==> config.mk <==
export PLATFORM = sky130hd
export DESIGN_NAME = srl_line_seq
export DESIGN_NICKNAME = d
export VERILOG_FILES = /design/src/rtl/srl_pkg.sv /design/src/rtl/srl_decode.sv /design/src/rtl/srl_seq_core.sv /design/src/rtl/srl_pin_drv.sv /design/src/rtl/srl_line_seq.sv
export SDC_FILE = /design/constraint.sdc
export NUM_CORES = 1
export LEC_CHECK = 0
export BUFFER_PORTS_ARGS = -buffer_cell sky130_fd_sc_hd__buf_2
export CORE_ASPECT_RATIO = 1.1
export CORE_MARGIN = 3
export CORE_UTILIZATION = 49
export DETAILED_ROUTE_END_ITERATION = 10
export PLACE_DENSITY_LB_ADDON = 0.15
export SLEW_MARGIN = 20
export SYNTH_ARGS = -nofsm -noshare
export SYNTH_HDL_FRONTEND = slang
export SYNTH_SLANG_ARGS = --single-unit
==> constraint.sdc <==
create_clock -name clk_i -period 2.83 [get_ports clk_i]
set_clock_uncertainty 0.05 [all_clocks]
set_input_delay 0.566 -clock clk_i [delete_from_list [all_inputs] [get_ports clk_i]]
set_output_delay 0.566 -clock clk_i [all_outputs]
set_load 0.01 [all_outputs]
==> src/rtl/srl_pkg.sv <==
package srl_pkg;
  localparam int unsigned NLINES = 6;
  localparam int unsigned NSTG   = 6;
  localparam int unsigned STG_W  = 3;

  // line bit positions in presence / inversion masks
  localparam int unsigned L_DIN  = 0;
  localparam int unsigned L_DCLK = 1;
  localparam int unsigned L_DCLR = 2;
  localparam int unsigned L_RCLK = 3;
  localparam int unsigned L_RCLR = 4;
  localparam int unsigned L_ENA  = 5;

  // fixed stage order walked by the sequencer
  localparam logic [STG_W-1:0] S_DCLR   = 3'd0;
  localparam logic [STG_W-1:0] S_RCLR   = 3'd1;
  localparam logic [STG_W-1:0] S_RCLK_A = 3'd2;
  localparam logic [STG_W-1:0] S_SHIFT  = 3'd3;
  localparam logic [STG_W-1:0] S_RCLK_B = 3'd4;
  localparam logic [STG_W-1:0] S_ENA    = 3'd5;

  typedef enum logic [2:0] {
    OP_WRITE     = 3'd0,
    OP_CLR_DATA  = 3'd1,
    OP_CLR_BUF   = 3'd2,
    OP_LOAD      = 3'd3,
    OP_CLR_ALL   = 3'd4,
    OP_ENA_ON    = 3'd5,
    OP_ENA_OFF   = 3'd6,
    OP_RSVD      = 3'd7
  } op_e;

  localparam logic [1:0] ST_OK    = 2'd0;
  localparam logic [1:0] ST_NSUP  = 2'd1;
  localparam logic [1:0] ST_INVAL = 2'd2;
endpackage

==> src/rtl/srl_decode.sv <==
module srl_decode
  import srl_pkg::*;
#(
  parameter int unsigned DATA_W    = 32,
  parameter int unsigned FILL_BITS = 32,
  parameter int unsigned NB_W      = 6,
  parameter int unsigned SC_W      = 6
) (
  input  logic              boot_i,
  input  logic [2:0]        op_i,
  input  logic [DATA_W-1:0] data_i,
  input  logic [NB_W-1:0]   nbits_i,
  input  logic              latch_i,
  input  logic [NLINES-1:0] present_i,
  output logic [NSTG-1:0]   mask_o,
  output logic [1:0]        sts_o,
  output logic [DATA_W-1:0] sh_data_o,
  output logic [SC_W-1:0]   sh_cnt_o,
  output logic              ena_lvl_o
);
  logic can_shift;
  assign can_shift = present_i[L_DIN] & present_i[L_DCLK];

  always_comb begin
    mask_o    = '0;
    sts_o     = ST_OK;
    sh_data_o = '0;
    sh_cnt_o  = '0;
    ena_lvl_o = 1'b0;
    if (boot_i) begin
      mask_o[S_DCLR] = present_i[L_DCLR];
      mask_o[S_RCLR] = present_i[L_RCLR];
      mask_o[S_ENA]  = present_i[L_ENA];
      ena_lvl_o      = 1'b1;
    end else begin
      case (op_e'(op_i))
        OP_WRITE: begin
          if (nbits_i > NB_W'(DATA_W)) sts_o = ST_INVAL;
          else if (!can_shift)         sts_o = ST_NSUP;
          else if (nbits_i != '0) begin
            mask_o[S_SHIFT]  = 1'b1;
            mask_o[S_RCLK_B] = latch_i & present_i[L_RCLK];
            sh_data_o        = data_i << (NB_W'(DATA_W) - nbits_i);
            sh_cnt_o         = SC_W'(nbits_i);
          end
        end
        OP_CLR_DATA: if (present_i[L_DCLR]) mask_o[S_DCLR] = 1'b1;   else sts_o = ST_NSUP;
        OP_CLR_BUF:  if (present_i[L_RCLR]) mask_o[S_RCLR] = 1'b1;   else sts_o = ST_NSUP;
        OP_LOAD:     if (present_i[L_RCLK]) mask_o[S_RCLK_A] = 1'b1; else sts_o = ST_NSUP;
        OP_CLR_ALL: begin
          if (present_i[L_DCLR]) begin
            mask_o[S_DCLR] = 1'b1;
            if (present_i[L_RCLR])      mask_o[S_RCLR]   = 1'b1;
            else if (present_i[L_RCLK]) mask_o[S_RCLK_A] = 1'b1;
            else if (can_shift) begin
              mask_o[S_SHIFT] = 1'b1;
              sh_cnt_o        = SC_W'(FILL_BITS);
            end else sts_o = ST_NSUP;
          end else if (can_shift) begin
            mask_o[S_SHIFT]  = 1'b1;
            mask_o[S_RCLK_B] = present_i[L_RCLK];
            sh_cnt_o         = SC_W'(FILL_BITS);
          end else sts_o = ST_NSUP;
        end
        OP_ENA_ON, OP_ENA_OFF: begin
          if (present_i[L_ENA]) begin
            mask_o[S_ENA] = 1'b1;
            ena_lvl_o     = (op_e'(op_i) == OP_ENA_ON);
          end else sts_o = ST_NSUP;
        end
        default: sts_o = ST_INVAL;
      endcase
    end
  end
endmodule

==> src/rtl/srl_seq_core.sv <==
module srl_seq_core
  import srl_pkg::*;
#(
  parameter int unsigned DATA_W = 32,
  parameter int unsigned CW     = 4,
  parameter int unsigned SC_W   = 6
) (
  input  logic              clk_i,
  input  logic              rst_ni,
  input  logic              start_i,
  input  logic [NSTG-1:0]   mask_i,
  input  logic [DATA_W-1:0] sh_data_i,
  input  logic [SC_W-1:0]   sh_cnt_i,
  input  logic              ena_lvl_i,
  input  logic [CW-1:0]     pcyc_i,
  output logic              busy_o,
  output logic              done_o,
  output logic [NLINES-1:0] lvl_o
);
  logic              busy_q, done_q, din_q, ena_q, enlvl_q;
  logic [NSTG-1:0]   mask_q, rest;
  logic [1:0]        ph_q, last_ph;
  logic [CW-1:0]     cnt_q, plen_q;
  logic [DATA_W-1:0] sreg_q;
  logic [SC_W-1:0]   left_q;
  logic [STG_W-1:0]  cur;
  logic              last_cnt, in_sh;

  // lowest pending stage runs first
  always_comb begin
    cur = '0;
    for (int i = NSTG - 1; i >= 0; i--) if (mask_q[i]) cur = STG_W'(i);
    rest = mask_q;
    rest[cur] = 1'b0;
  end

  assign last_cnt = (cnt_q == plen_q - 1'b1);
  assign last_ph  = (cur == S_SHIFT) ? 2'd2 : (cur == S_ENA) ? 2'd0 : 2'd1;
  assign in_sh    = busy_q && (cur == S_SHIFT);

  always_ff @(posedge clk_i or negedge rst_ni) begin
    if (!rst_ni) begin
      busy_q  <= 1'b0;
      done_q  <= 1'b0;
      mask_q  <= '0;
      ph_q    <= '0;
      cnt_q   <= '0;
      plen_q  <= CW'(1);
      sreg_q  <= '0;
      left_q  <= '0;
      din_q   <= 1'b0;
      ena_q   <= 1'b0;
      enlvl_q <= 1'b0;
    end else begin
      done_q <= 1'b0;
      if (start_i) begin
        mask_q  <= mask_i;
        ph_q    <= '0;
        cnt_q   <= '0;
        plen_q  <= (pcyc_i == '0) ? CW'(1) : pcyc_i;
        sreg_q  <= sh_data_i;
        left_q  <= sh_cnt_i;
        enlvl_q <= ena_lvl_i;
        if (mask_i == '0) done_q <= 1'b1;
        else              busy_q <= 1'b1;
      end else if (busy_q) begin
        if (cur == S_SHIFT) din_q <= sreg_q[DATA_W-1];
        if (cur == S_ENA)   ena_q <= enlvl_q;
        if (!last_cnt) cnt_q <= cnt_q + 1'b1;
        else begin
          cnt_q <= '0;
          if (ph_q != last_ph) ph_q <= ph_q + 1'b1;
          else begin
            ph_q <= '0;
            if (cur == S_SHIFT && left_q > SC_W'(1)) begin
              left_q <= left_q - 1'b1;
              sreg_q <= {sreg_q[DATA_W-2:0], 1'b0};
            end else begin
              mask_q <= rest;
              if (rest == '0) begin
                busy_q <= 1'b0;
                done_q <= 1'b1;
              end
            end
          end
        end
      end
    end
  end

  assign lvl_o[L_DIN]  = in_sh ? sreg_q[DATA_W-1] : din_q;
  assign lvl_o[L_DCLK] = in_sh && (ph_q == 2'd1);
  assign lvl_o[L_DCLR] = busy_q && (cur == S_DCLR) && (ph_q == 2'd0);
  assign lvl_o[L_RCLK] = busy_q && ((cur == S_RCLK_A) || (cur == S_RCLK_B)) && (ph_q == 2'd0);
  assign lvl_o[L_RCLR] = busy_q && (cur == S_RCLR) && (ph_q == 2'd0);
  assign lvl_o[L_ENA]  = (busy_q && cur == S_ENA) ? enlvl_q : ena_q;

  assign busy_o = busy_q;
  assign done_o = done_q;
endmodule

==> src/rtl/srl_pin_drv.sv <==
module srl_pin_drv #(
  parameter int unsigned N = 6
) (
  input  logic [N-1:0] lvl_i,
  input  logic [N-1:0] present_i,
  input  logic [N-1:0] invert_i,
  output logic [N-1:0] pin_o
);
  for (genvar g = 0; g < N; g++) begin : g_line
    assign pin_o[g] = (lvl_i[g] & present_i[g]) ^ invert_i[g];
  end
endmodule

==> src/rtl/srl_line_seq.sv <==
module srl_line_seq
  import srl_pkg::*;
#(
  parameter int unsigned DATA_W    = 32,
  parameter int unsigned CW        = 4,
  parameter int unsigned FILL_BITS = 32
) (
  input  logic                        clk_i,
  input  logic                        rst_ni,
  input  logic                        cmd_valid_i,
  output logic                        cmd_ready_o,
  input  logic [2:0]                  cmd_op_i,
  input  logic [DATA_W-1:0]           cmd_data_i,
  input  logic [$clog2(DATA_W+1)-1:0] cmd_nbits_i,
  input  logic                        cmd_latch_i,
  input  logic [CW-1:0]               pulse_cyc_i,
  input  logic [5:0]                  line_present_i,
  input  logic [5:0]                  line_invert_i,
  output logic                        sts_valid_o,
  output logic [1:0]                  sts_code_o,
  output logic                        din_o,
  output logic                        dclk_o,
  output logic                        dclr_o,
  output logic                        rclk_o,
  output logic                        rclr_o,
  output logic                        ena_o
);
  localparam int unsigned NB_W   = $clog2(DATA_W + 1);
  localparam int unsigned SH_MAX = (DATA_W > FILL_BITS) ? DATA_W : FILL_BITS;
  localparam int unsigned SC_W   = $clog2(SH_MAX + 1);

  logic              boot_q, boot_run_q, start, busy, done;
  logic [1:0]        sts_q, dec_sts;
  logic [NSTG-1:0]   dec_mask;
  logic [DATA_W-1:0] dec_data;
  logic [SC_W-1:0]   dec_cnt;
  logic              dec_ena;
  logic [NLINES-1:0] lvl, pins;

  assign cmd_ready_o = !boot_q && !busy && !done;
  assign start       = boot_q || (cmd_valid_i && cmd_ready_o);

  srl_decode #(.DATA_W(DATA_W), .FILL_BITS(FILL_BITS), .NB_W(NB_W), .SC_W(SC_W)) u_dec (
    .boot_i    (boot_q),
    .op_i      (cmd_op_i),
    .data_i    (cmd_data_i),
    .nbits_i   (cmd_nbits_i),
    .latch_i   (cmd_latch_i),
    .present_i (line_present_i),
    .mask_o    (dec_mask),
    .sts_o     (dec_sts),
    .sh_data_o (dec_data),
    .sh_cnt_o  (dec_cnt),
    .ena_lvl_o (dec_ena)
  );

  srl_seq_core #(.DATA_W(DATA_W), .CW(CW), .SC_W(SC_W)) u_core (
    .clk_i     (clk_i),
    .rst_ni    (rst_ni),
    .start_i   (start),
    .mask_i    (dec_mask),
    .sh_data_i (dec_data),
    .sh_cnt_i  (dec_cnt),
    .ena_lvl_i (dec_ena),
    .pcyc_i    (pulse_cyc_i),
    .busy_o    (busy),
    .done_o    (done),
    .lvl_o     (lvl)
  );

  srl_pin_drv #(.N(NLINES)) u_drv (
    .lvl_i     (lvl),
    .present_i (line_present_i),
    .invert_i  (line_invert_i),
    .pin_o     (pins)
  );

  // start-up sequence fires on the first edge after reset and reports nothing
  always_ff @(posedge clk_i or negedge rst_ni) begin
    if (!rst_ni) begin
      boot_q     <= 1'b1;
      boot_run_q <= 1'b0;
      sts_q      <= ST_OK;
    end else begin
      if (boot_q) begin
        boot_q     <= 1'b0;
        boot_run_q <= 1'b1;
      end else if (done) boot_run_q <= 1'b0;
      if (start) sts_q <= dec_sts;
    end
  end

  assign sts_valid_o = done && !boot_run_q;
  assign sts_code_o  = sts_valid_o ? sts_q : ST_OK;

  assign din_o  = pins[L_DIN];
  assign dclk_o = pins[L_DCLK];
  assign dclr_o = pins[L_DCLR];
  assign rclk_o = pins[L_RCLK];
  assign rclr_o = pins[L_RCLR];
  assign ena_o  = pins[L_ENA];
endmodule

======== Word-level counts from Yosys, hierarchy flattened ========
Index checks and enable logic that the tools add are counted.
storage, ports and cells
  word-level logic and storage cells ...... 198
  input bits .............................. 61
  flip-flop bits (word level) ............. 63
  output and inout bits ................... 10
cells by class
  muxes and demuxes ....................... 102
  bitwise operators ....................... 17
  shifts and indexed selects .............. 1
  add/sub/neg operators ................... 5
  eq/ne operators ......................... 17
  reductions and logical operators ........ 38
  order comparisons ....................... 4
operators with widths
  kind                number
  $mux 32             10
  $mux 6              18
  $mux 1              38
  $mux 2              17
  $shl 32x6->32       1
  $mux 3              8
  $mux 4              4
  $eq 3x3->1 const B  5
  $logic_and 1x1->1   15
  $eq 3x2->1 const B  4
  $logic_not 6->1     2
  $pmux 2 s6          1
  $pmux 6 s2          1
  $and 1x1->1         8
  $reduce_and 4->1    2
  $reduce_bool 2->1   4
  $and 6x6->6         1
  $eq 3x1->1 const B  2
  $gt 6x1->1 const B  1
  $gt 6x6->1 const B  1
  $logic_not 3->1     2
  $ne 2x2->1 const B  3
  $not 6->6           1
  $pmux 1 s2          3
  22 further kinds    32

======== Longest topological paths before layout ========
Gate-level depths: netlist of the first run.
  depth in word-level cells ............... 19
  mapped depth ............................ 12
  gate-level depth less buffers ........... 8

======== Cells and area by module ========
From an unflattened synthesis of the first run, not the netlist that was laid out.
unflattened totals
  cells, all modules ...................... 676
  area, all modules ....................... 5672.9 um2
modules (own cells, without submodules)
  module        area each (um2)  cells each  seq. area each (um2)  times used
  srl_seq_core  3064.2           355         1477.7                1
  srl_decode    2316.0           288         0.0                   1
  srl_line_seq  217.7            21          101.3                 1
  srl_pin_drv   75.1             12          0.0                   1

======== Worst setup path after synthesis of the first run ========
No wires, ideal clock.
  path type ............................... input to register
  from .................................... input port cmd_nbits_i[0]
  to ...................................... register u_core.sreg_q[28]
  library setup time ...................... 0.130 ns
  path buffers ............................ 4
  data required time ...................... 2.650 ns
  data arrival time ....................... 3.255 ns
  cell stages on the path ................. 11
  setup slack ............................. -0.605 ns
  cell sequence ........................... buf_2 > clkinv_1 > ha_1 > buf_1 > buf_2 > buf_2 > mux4_2 > mux2i_1 > o22ai_1 > o31ai_1 > a21oi_1
on the way
  longest elaborated chain between the ends .. 8
  elaborated cells between the ends (all ways) .. 10
  those cells by class .................... add/sub (1); order compare (1); shift (1); mux (6); reduce/logical (1)
RTL lines
  element               RTL line            text
  start, declared       srl_line_seq.sv:14  input logic [$clog2(DATA_W+1)-1:0] cmd_nbits_i,
  $sub 6x6->6           srl_decode.sv:43    sh_data_o = data_i << (NB_W'(DATA_W) - nbits_i);
  $shl 32x6->32         srl_decode.sv:43
  $mux 32               srl_decode.sv:40    else if (nbits_i != '0) begin
  $mux 32               srl_decode.sv:39    else if (!can_shift) sts_o = ST_NSUP;
  $mux 32 (*)           srl_decode.sv:38    if (nbits_i > NB_W'(DATA_W)) sts_o = ST_INVAL;
  $mux 32 (*)           srl_decode.sv:36    case (op_e'(op_i))
  $mux 32 (*)           srl_decode.sv:30    if (boot_i) begin
  $mux 32 (*)           srl_seq_core.sv:56  if (start_i) begin
  end signal, assigned  srl_seq_core.sv:61  sreg_q <= sh_data_i;
  end signal, assigned  srl_seq_core.sv:77  sreg_q <= {sreg_q[DATA_W-2:0], 1'b0};
  end, declared         srl_seq_core.sv:24  logic [DATA_W-1:0] sreg_q;
Every way passes the cells marked *; elsewhere a longest branch is shown, timed or not.
A chain may end at the register's enable or synchronous reset.

======== Worst setup path in the final report of the first run ========
  from .................................... register u_core.mask_q[2]
  to ...................................... output port din_o
on the way
  longest elaborated chain between the ends .. 8
RTL lines
  element                 RTL line            text
  start, declared         srl_seq_core.sv:21  logic [NSTG-1:0] mask_q, rest;
  start signal, assigned  srl_seq_core.sv:57  mask_q <= mask_i;
  start signal, assigned  srl_seq_core.sv:79  mask_q <= rest;
  $mux 3 (3 in a row)     srl_seq_core.sv:32  for (int i = NSTG - 1; i >= 0; i--) if (mask_q[i]) cur = STG_W'(i);
  $eq 3x2->1              srl_seq_core.sv:39  assign in_sh = busy_q && (cur == S_SHIFT);
  $logic_and 1x1->1       srl_seq_core.sv:39
  $mux 1                  srl_seq_core.sv:91  assign lvl_o[L_DIN] = in_sh ? sreg_q[DATA_W-1] : din_q;
  $and 1x1->1             srl_pin_drv.sv:10   assign pin_o[g] = (lvl_i[g] & present_i[g]) ^ invert_i[g];
  $xor 1x1->1             srl_pin_drv.sv:10
  end, declared           srl_line_seq.sv:21  output logic din_o,
No other way between the ends.

==> metrics.md, run 1 <==
| Metric | Value |
|---|---|
| Fmax | 0.370 GHz |
| Total CTS buffers | 9 |
| Worst skew pair latency | 0.33 ns |
| Number of fill cells | 950 |
| Starting Density | 51.1% |
| Initial antenna violation count | 0 |
| Ys async rst share | 100% |
| Clk pin slew, worst setup/hold paths | 0.05 ns |
| Endpoints failing setup | 0 |
| Reg-to-reg endpoint | u_core.sreg_q[15]$_DFFE_PN0P_ |
| Die span in x | 106 µm |
| Full die area | 12300 µm² |
| CTS max path bufs | 2 |
| Multi-input gate area | 3610 µm² |
| Status | complete, no violations |
| Via count | 5462 |
| I/O pins | 71 |
| Seq. cell area | 1580 µm² |
| Crit start category | flop |
| Post-synth EDFFs | 0 |
| Max Cap Viol | 0 |
| First-pass GRT wire length | 26200 µm |
| Drt pass-1 iters | 5 |
| Total GRT Usage | 26.6% |
| Critical path arrival | 2.08 ns |
| CP max FO | 7 |
| Main synth FF type | dfrtp_1 |
| Worst Reg-to-Reg Cells | 9 |
| Grt total ovfl | 0 |
| Placer Congestion | 0.951 |
| Most frequent cells after synthesis | nor2_1, dfrtp_1, nand2_1 |
| PortBufs | 70 |
| Post-layout min period | 2.70 ns |
| Top-area cell type share of the netlist area | 28.2% |
| Worst slew pin tran | 0.740 ns |
| Crit-path cells | buf_4 > nor3_1 > and3_1 > mux2_2 > nand2_1 > xnor2_1 > buf_2 |
| Dpl hpwl | 12500 µm |
| Setup CP Type | flop to output port |
| Worst Hold Class | input pin to async pin |
| Synthesized area | 5410 µm² |
| Synthesized area per cell | 8.70 µm² |
| Crit path capture type | output port |
| Drt wl/cell | 18.3 µm |
| PD cells | 574 nW/µm² |
| Worst EP required | 2.21 ns |
| Post-CTS sizing | 0 |
| CTS Root Cell | clkbuf_16 |
| Relative slew slack | 49.9% |
| Unrepaired setup endpoints after global routing | false |
| Largest cells by area after synthesis | dfrtp_1, mux4_2, mux2i_1 |
| Worst path slowest cell | mux2_2 |
| WL final | 16100 µm |
| Dpl cells | 861 |
| # diodes | 0 |
| Syn Inst Count | 622 |
| #FFs+latches synth | 63 |
| CTS tree | built |
| Core area | 10600 µm² |
| Layout cell share with drive strength beyond 1 | 29.4% |
| Antenna viol nets, final | 0 |
| Leakage | 0.00292 µW |
| Seq/Total Area, Yosys | 29.2% |
| Vias in the first global route | 5230 |
| Area grow syn2layout | 24.4% |
| CTS H-tree lvls | 3 |
| Netlist cell types | 73 |
| R2r startpoint | u_core.plen_q[0]$_DFFE_PN1N_ |
| Slew Viols, Final | 0 |
| Post-CTS setup buffers | 0 |
| Setup WS pre-CTS | -0.109 ns |
| Hold bufs inserted after CTS | 0 |
| Final hold violation count | 0 |
| Fin worst setup slack | 0.131 ns |
| Fin cells | 877 |
| CP peak stage delay | 0.38 ns |
| Mapped Nets | 690 |
| R2R setup slack | 0.30 ns |
| Most frequent cell after synthesis | nor2_1 |
| DRC violations left | 0 |
| Nets | 797 |
| CTS Sinks | 63 |
| Final period util | 95.4% |
| Synth Warn # | 0 |
| Core Rows | 39 |
| Largest net degree at the start of global routing | 64 |
| Die Height | 116 µm |
| Number of vias per cell | 6.23 |
| Yosys top cell by area | dfrtp_1 |
| DR iter-0 viols | 469 |
| Maximum vdd drop | 0.305 mV |
==> critical path, delay by kind of cell (launching register included) <==
| family | cells | cell delay [ns] |
|---|---|---|
| and+or+nand+nor | 3 | 0.60 |
| muxes | 1 | 0.38 |
| DFF | 1 | 0.37 |
| buffers and inverters | 2 | 0.30 |
| xor gates and xnor gates | 1 | 0.11 |
==> routing by layer <==
metal | vias to the layer above | global-route usage, % | part of all wire (%)
met1 | 2637 | 33.2 | 42
met3 | 39 | 3.81 | 5.4
li1 | 2553 | - | -
met2 | 233 | 45.8 | 49
met5 | - | 0 | 0
met4 | 0 | 12.3 | 3.8
==> through the flow <==
stage / cell area (µm²) / hold WS (ns) / util, % / power (µW) / setup TNS (ns)
6_report: 6740 / 0.191 / 63.6 / 3870 / 0
5_1_grt: 6740 / 0.221 / 63.6 / 4080 / 0
4_1_cts: 6740 / 0.206 / 63.6 / 3880 / 0
3_5_place_dp: 6400 / 0.429 / 60.4 / 2590 / -0.616
3_3_place_gp: 6400 / 0.423 / 60.4 / 2540 / -0.205
2_1_floorplan: 5470 / 0.220 / - / 2070 / -0.738
==> registers in the layout, indices dropped and copies added, names as in the netlist <==
signal          count
u_core.sreg_q      32
u_core.left_q       6
u_core.mask_q       6
u_core.cnt_q        4
u_core.plen_q       4
sts_q               2
u_core.ph_q         2
boot_q              1
boot_run_q          1
u_core.busy_o       1
u_core.din_q        1
u_core.done_o       1
u_core.ena_q        1
u_core.enlvl_q      1
==> worst max-delay path by stage <==
stage	startpoint	endpoint	slack [ns]	cells past startpoint
floorplan	cmd_nbits_i[0]	u_core.sreg_q[24]$_DFFE_PN0P_	-0.19	10
global placement	cmd_nbits_i[0]	u_core.sreg_q[24]$_DFFE_PN0P_	-0.08	9
detailed placement	cmd_nbits_i[0]	u_core.sreg_q[24]$_DFFE_PN0P_	-0.11	9
CTS	u_core.mask_q[2]$_DFFE_PN0P_	din_o	0.12	7
global route	u_core.mask_q[2]$_DFFE_PN0P_	din_o	0.01	7
finish	u_core.mask_q[2]$_DFFE_PN0P_	din_o	0.13	7
==> power breakdown <==
group	internal [µW]	switching [µW]	total [µW]
registers	1050	118	1170
clock network	885	397	1280
logic	650	768	1420
total	2590	1280	3870
==> layout by cell type (no fill, tap or decap), types with 5 or more instances in the layout <==
cell	instances
mux4_2	25
inv_1	17
and3_1	7
dfrtp_1	61
xnor2_1	11
mux2i_1	26
a221oi_1	10
nand2_1	58
o22ai_1	12
a32oi_1	11
a21oi_1	34
o31ai_1	5
buf_4	71
nor3_1	21
xor2_1	8
and2_1	5
nand4_1	5
clkbuf_16	9
o21ai_0	41
a211oi_1	5
nor2b_1	7
ha_1	6
mux2_2	16
buf_2	70
nor2_1	69
o22a_1	5
a31oi_1	9
nand3_1	17
o211ai_1	7
==> kinds of logic (layout without fill, tap and decap cells) <==
kind of cell             Yosys count  count (layout)  synth area share, %
adder cells (fa/ha/maj)            8               8                 1.80
AO/OA/AOI/OAI                    180             180                 22.7
flip-flops                        63              63                 29.2
XOR/XNOR                          22              22                 3.81
buffers and inverters             66             178                 5.06
AND/OR/NAND/NOR                  215             215                 18.9
multiplexers                      67              67                 18.5
other                              1               1               0.0693
==> final cells by class <==
cell class	instances	share of cell area (%)
Timing Repair Buffer	144	14.0
Multi-Input combinational cell	493	53.7
Sequential cell	63	23.4
Tap cell	143	2.66
Clock buffer	13	3.71
Clock inverter	3	1.34
Inverter	18	1.19
Note: power is estimated with default switching activity, not from simulation.
==> inputs of run 2 (changes only) <==
--- a/config.mk
+++ b/config.mk
@@ -8,7 +8,7 @@
 export BUFFER_PORTS_ARGS = -buffer_cell sky130_fd_sc_hd__buf_2
 export CORE_ASPECT_RATIO = 1.1
 export CORE_MARGIN = 3
-export CORE_UTILIZATION = 49
+export CORE_UTILIZATION = 34
 export DETAILED_ROUTE_END_ITERATION = 10
 export PLACE_DENSITY_LB_ADDON = 0.15
 export SLEW_MARGIN = 20
==> run 2 against run 1 <==
  * Combinational power barely moved
  * Maximum frequency fell by 0.95%
  * Highest routed layer unchanged
  * Register-to-register slack barely moved
  * Non-clock buffer count fell by 4
  * Largest cell class unchanged
  * First-iteration DRC count fell by 21%
  * Largest power group unchanged
  * Final cell count rose by 5.6%
==> metrics.md, run 2 (synthesis results as in run 1) <==
| Metric | Value |
|---|---|
| Status | complete, no violations |
| Die span in x | 126 µm (+19%) |
| WP buf/inv | 2 (unchanged) |
| Via count | 5334 (-2.3%) |
| Full die area | 17500 µm² (+42%) |
| Setup CP Type | flop to output port |
| CP peak stage delay | 0.38 ns (about the same) |
| Die Height | 138 µm (+19%) |
| Starting Density | 35.3% (-16 points) |
| Maximum vdd drop | 0.243 mV (-20%) |
| CTS max path bufs | 2 (unchanged) |
| Worst Hold Class | input pin to async pin |
| Worst Reg-to-Reg Cells | 9 (unchanged) |
| TNS Setup | 0 ns (unchanged) |
| Overall Power | 3720 µW (-3.8%) |
| Leakage | 0.00289 µW (-1.1%) |
| Placer Congestion | 0.924 (-2.8%) |
| Initial antenna violation count | 0 (unchanged) |
| Crit-path cells | buf_4 > nor3_1 > and3_4 > mux2_2 > nand2_1 > xnor2_1 > buf_2 |
| Top reg by flops | u_core.sreg_q |
| Total CTS buffers | 9 (unchanged) |
| Comb power frac | 37.6% (+1.0 points) |
| Largest regs | u_core.sreg_q (32), u_core.left_q (6), u_core.mask_q (6) |
| Net Sw Power | 1280 µW (-0.48%) |
| Core area | 15300 µm² (+45%) |
| Worst path slowest cell | dfrtp_1 |
| Clk pwr share | 30.8% (-2.4 points) |
| Vias in the first global route | 5343 (+2.2%) |
| Antenna viol nets, final | 0 (unchanged) |
| Crit start category | flop |
| Fmax | 0.367 GHz (-0.95%) |
| Number of vias per cell | 5.76 (-7.5%) |
| Hold slack final | 0.130 ns (-0.0611 ns) |
| Slew Viols, Final | 0 (unchanged) |
| Critical path depth in cells | 7 (unchanged) |
| Grt total ovfl | 0 (unchanged) |
| Family with the most delay on the worst path | simple AND/OR/NAND/NOR gates |
| DR iter-0 viols | 372 (-21%) |
| Drt pass-1 iters | 5 (unchanged) |
| # diodes | 0 (unchanged) |
| Core Rows | 47 (+21%) |
| Clk pin slew, worst setup/hold paths | 0.06 ns (about the same) |
| Switching share of power | 34.3% (+1.2 points) |
| CP max FO | 7 (unchanged) |
| Drt wl/cell | 18.0 µm (-1.8%) |
| Max Cap Viol | 0 (unchanged) |
| Commonest non-fill, non-tap cell in the layout | buf_2 |
| Relative slew slack | 45.3% (-4.6 points) |
| Dpl hpwl | 13100 µm (+5.2%) |
| Fin worst setup slack | 0.105 ns (-0.0258 ns) |
| Crit path capture type | output port |
| Nets | 793 (-0.50%) |
| Most frequent cells in the layout | buf_2, nor2_1, buf_4 |
| Worst EP required | 2.21 ns (about the same) |
| DRC violations left | 0 (unchanged) |
| WL final | 16700 µm (+3.7%) |
| Largest net degree at the start of global routing | 43 (-33%) |
| Critical path arrival | 2.11 ns (+0.03 ns) |
| Post-layout min period | 2.73 ns (+0.0258 ns) |
| Total GRT Usage | 19.0% (-7.5 points) |
| R2R setup slack | 0.30 ns (about the same) |
| Final hold violation count | 0 (unchanged) |
| I/O pins | 71 (unchanged) |
| Largest register FFs | 32 (unchanged) |
| Final period util | 96.3% (+0.91 points) |
| Endpoints failing setup | 0 (unchanged) |
| Setup WS pre-CTS | -0.131 ns (-0.0214 ns) |
| Unrepaired setup endpoints after global routing | false |
| CTS H-tree lvls | 3 (unchanged) |
| Internal power | 2440 µW (-5.5%) |
| PD cells | 552 nW/µm² (-3.9%) |
| Worst slew pin tran | 0.808 ns (+0.0686 ns) |
| Final Util | 43.9% (-20 points) |
| Area grow syn2layout | 24.5% (about the same) |
| CTS Root Cell | clkbuf_16 |
| First-pass GRT wire length | 27400 µm (+4.3%) |
| Sequential group share of total power | 31.6% (+1.4 points) |
| Worst skew pair latency | 0.33 ns (about the same) |
| CTS tree | built |
| PortBufs | 70 (unchanged) |
| Layout cell share with drive strength beyond 1 | 29.6% (+0.16 points) |
| CTS Sinks | 63 (unchanged) |
[run 2: cell type report]
cell class              count  area (µm²)
clock inverters             3        40.0
flip-flops and latches     63        1580
well taps                 196         245
inverters                  18        80.1
clock buffers              13         270
multi-input cells         493        3630
fillers                  1497        8610
repair buffers            140         901
[run 2: final timing paths]
kind | from | to
max | u_core.mask_q[2]$_DFFE_PN0P_ | din_o
min reg2reg | u_core.sreg_q[0]$_DFFE_PN0P_ | u_core.sreg_q[0]$_DFFE_PN0P_
max in group asynchronous | rst_ni | u_core.plen_q[0]$_DFFE_PN1N_
min in group clk_i | pulse_cyc_i[2] | u_core.plen_q[2]$_DFFE_PN0N_
min | rst_ni | u_core.enlvl_q$_DFFE_PN0N_
max reg2reg | u_core.plen_q[0]$_DFFE_PN1N_ | u_core.sreg_q[20]$_DFFE_PN0P_
[run 2: stage by stage]
step	cells	area [µm²]
floorplan	622	5470
global placement	910	6420
detailed placement	910	6420
CTS	926	6730
global route	926	6740
finish	926	6740
[run 2: routing by layer]
metal | wire [µm] | track usage, % | vias to the layer above
met5 | 0 | 0 | -
met4 | 287 | 5.48 | 0
met3 | 896 | 3.47 | 25
met2 | 8020 | 31.4 | 188
met1 | 7470 | 25.5 | 2574
li1 | - | - | 2547
[run 2: repair_timing]
action                                  CTS  global route
gates resized for setup                   0             3
setup buffers                             0             0
hold buffers                              0             0
endpoints found under the setup margin    0            28
[run 2: power groups by stage]
stage	Clock (µW)	Sequential (µW)	Combinational (µW)
after floorplan	0	1140	929
after global placement	0	1180	1380
after detailed placement	0	1190	1390
after CTS	1170	1170	1400
after global routing	1230	1190	1550
final	1150	1180	1400
==> inputs of run 3 (changes only) <==
--- a/config.mk
+++ b/config.mk
@@ -5,7 +5,7 @@
 export SDC_FILE = /design/constraint.sdc
 export NUM_CORES = 1
 export LEC_CHECK = 0
-export BUFFER_PORTS_ARGS = -buffer_cell sky130_fd_sc_hd__buf_2
+export BUFFER_PORTS_ARGS = -buffer_cell sky130_fd_sc_hd__buf_4
 export CORE_ASPECT_RATIO = 1.1
 export CORE_MARGIN = 3
 export CORE_UTILIZATION = 34
==> run 3 against run 2 <==
  * Final area increased by 1.7%
  * Utilization is 0.73 points higher
  * Final cell count is 0.32% lower
  * Sequential share of layout area decreased by 0.38 points
  * Worst setup slack gained 0.038 ns
  * Critical path depth stayed put
  * Via count is 0.19% higher
  * Critical endpoint is now ena_o
  * Largest cell class unchanged
  * Highest routed layer unchanged
==> metrics.md, run 3 (synthesis results as in run 1) <==
| Metric | Value |
|---|---|
| Status | complete, no violations |
| Worst EP required | 2.21 ns (about the same) |
| Vias in the first global route | 5136 (-3.9%) |
| Worst Reg-to-Reg Cells | 9 (unchanged) |
| Switching share of power | 34.9% (+0.56 points) |
| Via count | 5344 (+0.19%) |
| Nets | 790 (-0.38%) |
| PD cells | 523 nW/µm² (-5.2%) |
| Hold slack final | 0.278 ns (+0.148 ns) |
| CTS Sinks | 63 (unchanged) |
| Final hold violation count | 0 (unchanged) |
| Crit start category | flop |
| Critical path arrival | 2.07 ns (-0.04 ns) |
| Placer Congestion | 0.886 (-4.2%) |
| Unrepaired setup endpoints after global routing | false |
| Initial antenna violation count | 0 (unchanged) |
| Worst slew pin tran | 0.820 ns (+0.0118 ns) |
| Dpl hpwl | 12700 µm (-3.2%) |
| CTS tree | built |
| Setup CP Type | flop to output port |
| Commonest non-fill, non-tap cell in the layout | buf_4 |
| Area grow syn2layout | 26.6% |
| Worst path slowest cell | dfrtp_1 |
| R2r startpoint | u_core.plen_q[0]$_DFFE_PN1N_ |
| Largest regs | u_core.sreg_q (32), u_core.left_q (6), u_core.mask_q (6) |
| Largest net degree at the start of global routing | 64 (+49%) |
| CP peak stage delay | 0.42 ns (+0.04 ns) |
| Post-CTS setup buffers | 0 (unchanged) |
| Reg-to-reg endpoint | u_core.sreg_q[15]$_DFFE_PN0P_ |
| Drt pass-1 iters | 5 (unchanged) |
| Sequential group share of total power | 33.1% (+1.5 points) |
| Hold bufs inserted after CTS | 0 (unchanged) |
| Endpoints failing setup | 0 (unchanged) |
| Number of vias per cell | 5.79 (+0.51%) |
| Layout cell share with drive strength beyond 1 | 28.7% (-0.84 points) |
| Most frequent cells in the layout | buf_4, nor2_1, dfrtp_1 |
| Clk pin slew, worst setup/hold paths | 0.05 ns (about the same) |
| Maximum vdd drop | 0.259 mV (+6.8%) |
| TNS Setup | 0 ns (unchanged) |
| Fmax | 0.372 GHz (+1.4%) |
| Setup WS pre-CTS | -0.140 ns (-0.00892 ns) |
| DRC violations left | 0 (unchanged) |
| Overall Power | 3590 µW (-3.6%) |
| First-pass GRT wire length | 26400 µm (-3.7%) |
| Comb power frac | 39.4% (+1.8 points) |
| WL final | 16300 µm (-2.5%) |
| R2R setup slack | 0.27 ns (-0.03 ns) |
| Internal power | 2330 µW (-4.4%) |
| Worst Hold Class | input pin to async pin |
| Leakage | 0.00291 µW (+0.67%) |
| I/O pins | 71 (unchanged) |
| Crit-path cells | nor2b_1 > and3_4 > nand2_1 > mux2_2 > nand2_1 > xnor2_1 > buf_4 |
| Clk pwr share | 27.5% (-3.3 points) |
| Full die area | 17500 µm² (unchanged) |
| Post-CTS sizing | 0 (unchanged) |
| CP max FO | 5 (-2) |
| CTS H-tree lvls | 3 (unchanged) |
| PortBufs | 70 (unchanged) |
| WP buf/inv | 1 (-1) |
| Worst skew pair latency | 0.32 ns (about the same) |
| Largest register FFs | 32 (unchanged) |
| # diodes | 0 (unchanged) |
| Number of fill cells | 1529 (+2.1%) |
| Antenna viol nets, final | 0 (unchanged) |
| Total GRT Usage | 18.3% (-0.68 points) |
| Grt total ovfl | 0 (unchanged) |
| Total CTS buffers | 9 (unchanged) |
| Die Height | 138 µm (unchanged) |
| DR iter-0 viols | 263 (-29%) |
| Crit path capture type | output port |
| Final period util | 94.9% (-1.4 points) |
| CTS Root Cell | clkbuf_16 |
| CTS max path bufs | 2 (unchanged) |
| Family with the most delay on the worst path | simple AND/OR/NAND/NOR gates |
| Max Cap Viol | 0 (unchanged) |
| Starting Density | 35.3% (unchanged) |
| Relative slew slack | 45.3% (+0.067 points) |
| Post-layout min period | 2.69 ns (-0.0384 ns) |
| Die span in x | 126 µm (unchanged) |
| Core Rows | 47 (unchanged) |
| Fin worst setup slack | 0.143 ns (+0.0384 ns) |
| Core area | 15300 µm² (unchanged) |
| Net Sw Power | 1250 µW (-2.0%) |
| CP most frequent cell | nand2_1 |
| Top reg by flops | u_core.sreg_q |
| Slew Viols, Final | 0 (unchanged) |
| Drt wl/cell | 17.6 µm (-2.2%) |
[run 3: worst max-delay path by stage]
stage / start / end / slack [ns] / cells past startpoint
global route: u_core.plen_q[0]$_DFFE_PN1N_ / u_core.sreg_q[22]$_DFFE_PN0P_ / 0.02 / 9
floorplan: cmd_nbits_i[0] / u_core.sreg_q[24]$_DFFE_PN0P_ / -0.19 / 10
global placement: cmd_nbits_i[1] / u_core.sreg_q[24]$_DFFE_PN0P_ / -0.09 / 9
CTS: u_core.mask_q[0]$_DFFE_PN0P_ / ena_o / 0.14 / 8
detailed placement: cmd_nbits_i[1] / u_core.sreg_q[24]$_DFFE_PN0P_ / -0.14 / 9
finish: u_core.mask_q[5]$_DFFE_PN0P_ / ena_o / 0.14 / 7
[run 3: final cells by class]
class                           count  area, µm²  area share, %
Multi-Input combinational cell    493       3620           52.8
Clock inverter                      2       10.0          0.146
Clock buffer                       14        254           3.71
Tap cell                          196        245           3.58
Timing Repair Buffer              137       1070           15.6
Inverter                           18       80.1           1.17
Sequential cell                    63       1580           23.0
[run 3: routing by layer]
layer | track usage [%] | vias up | share of wire (%)
met3 | 1.62 | 31 | 4.5
met5 | 0 | - | 0
met2 | 29.9 | 185 | 48
li1 | - | 2548 | -
met1 | 24.9 | 2580 | 45
met4 | 7.85 | 0 | 2.4
[run 3: per-stage QoR]
stage               cells  cell area, µm²  utilization, %
floorplan             622            5470               -
global placement      907            6590            42.9
detailed placement    907            6590            42.9
CTS                   923            6850            44.6
global route          923            6850            44.7
finish                923            6850            44.7
[run 3: worst register-to-register path: stages (launching register included)]
cell and delay (ns):
dfstp_2 0.55, inv_1 0.06, ha_1 0.21, xnor3_1 0.26, nand3_1 0.12, nor4_1 0.39, o21a_1 0.39, buf_12 0.21
o211ai_1 0.10, o21a_1 0.11
[run 3: power by group through the flow]
stage                     registers [µW]  logic (µW)  clock network, µW
after floorplan                     1140         929                  0
after global placement              1190        1380                  0
after detailed placement            1200        1400                  0
after CTS                           1190        1410               1010
after global routing                1210        1560               1060
final                               1190        1410                985
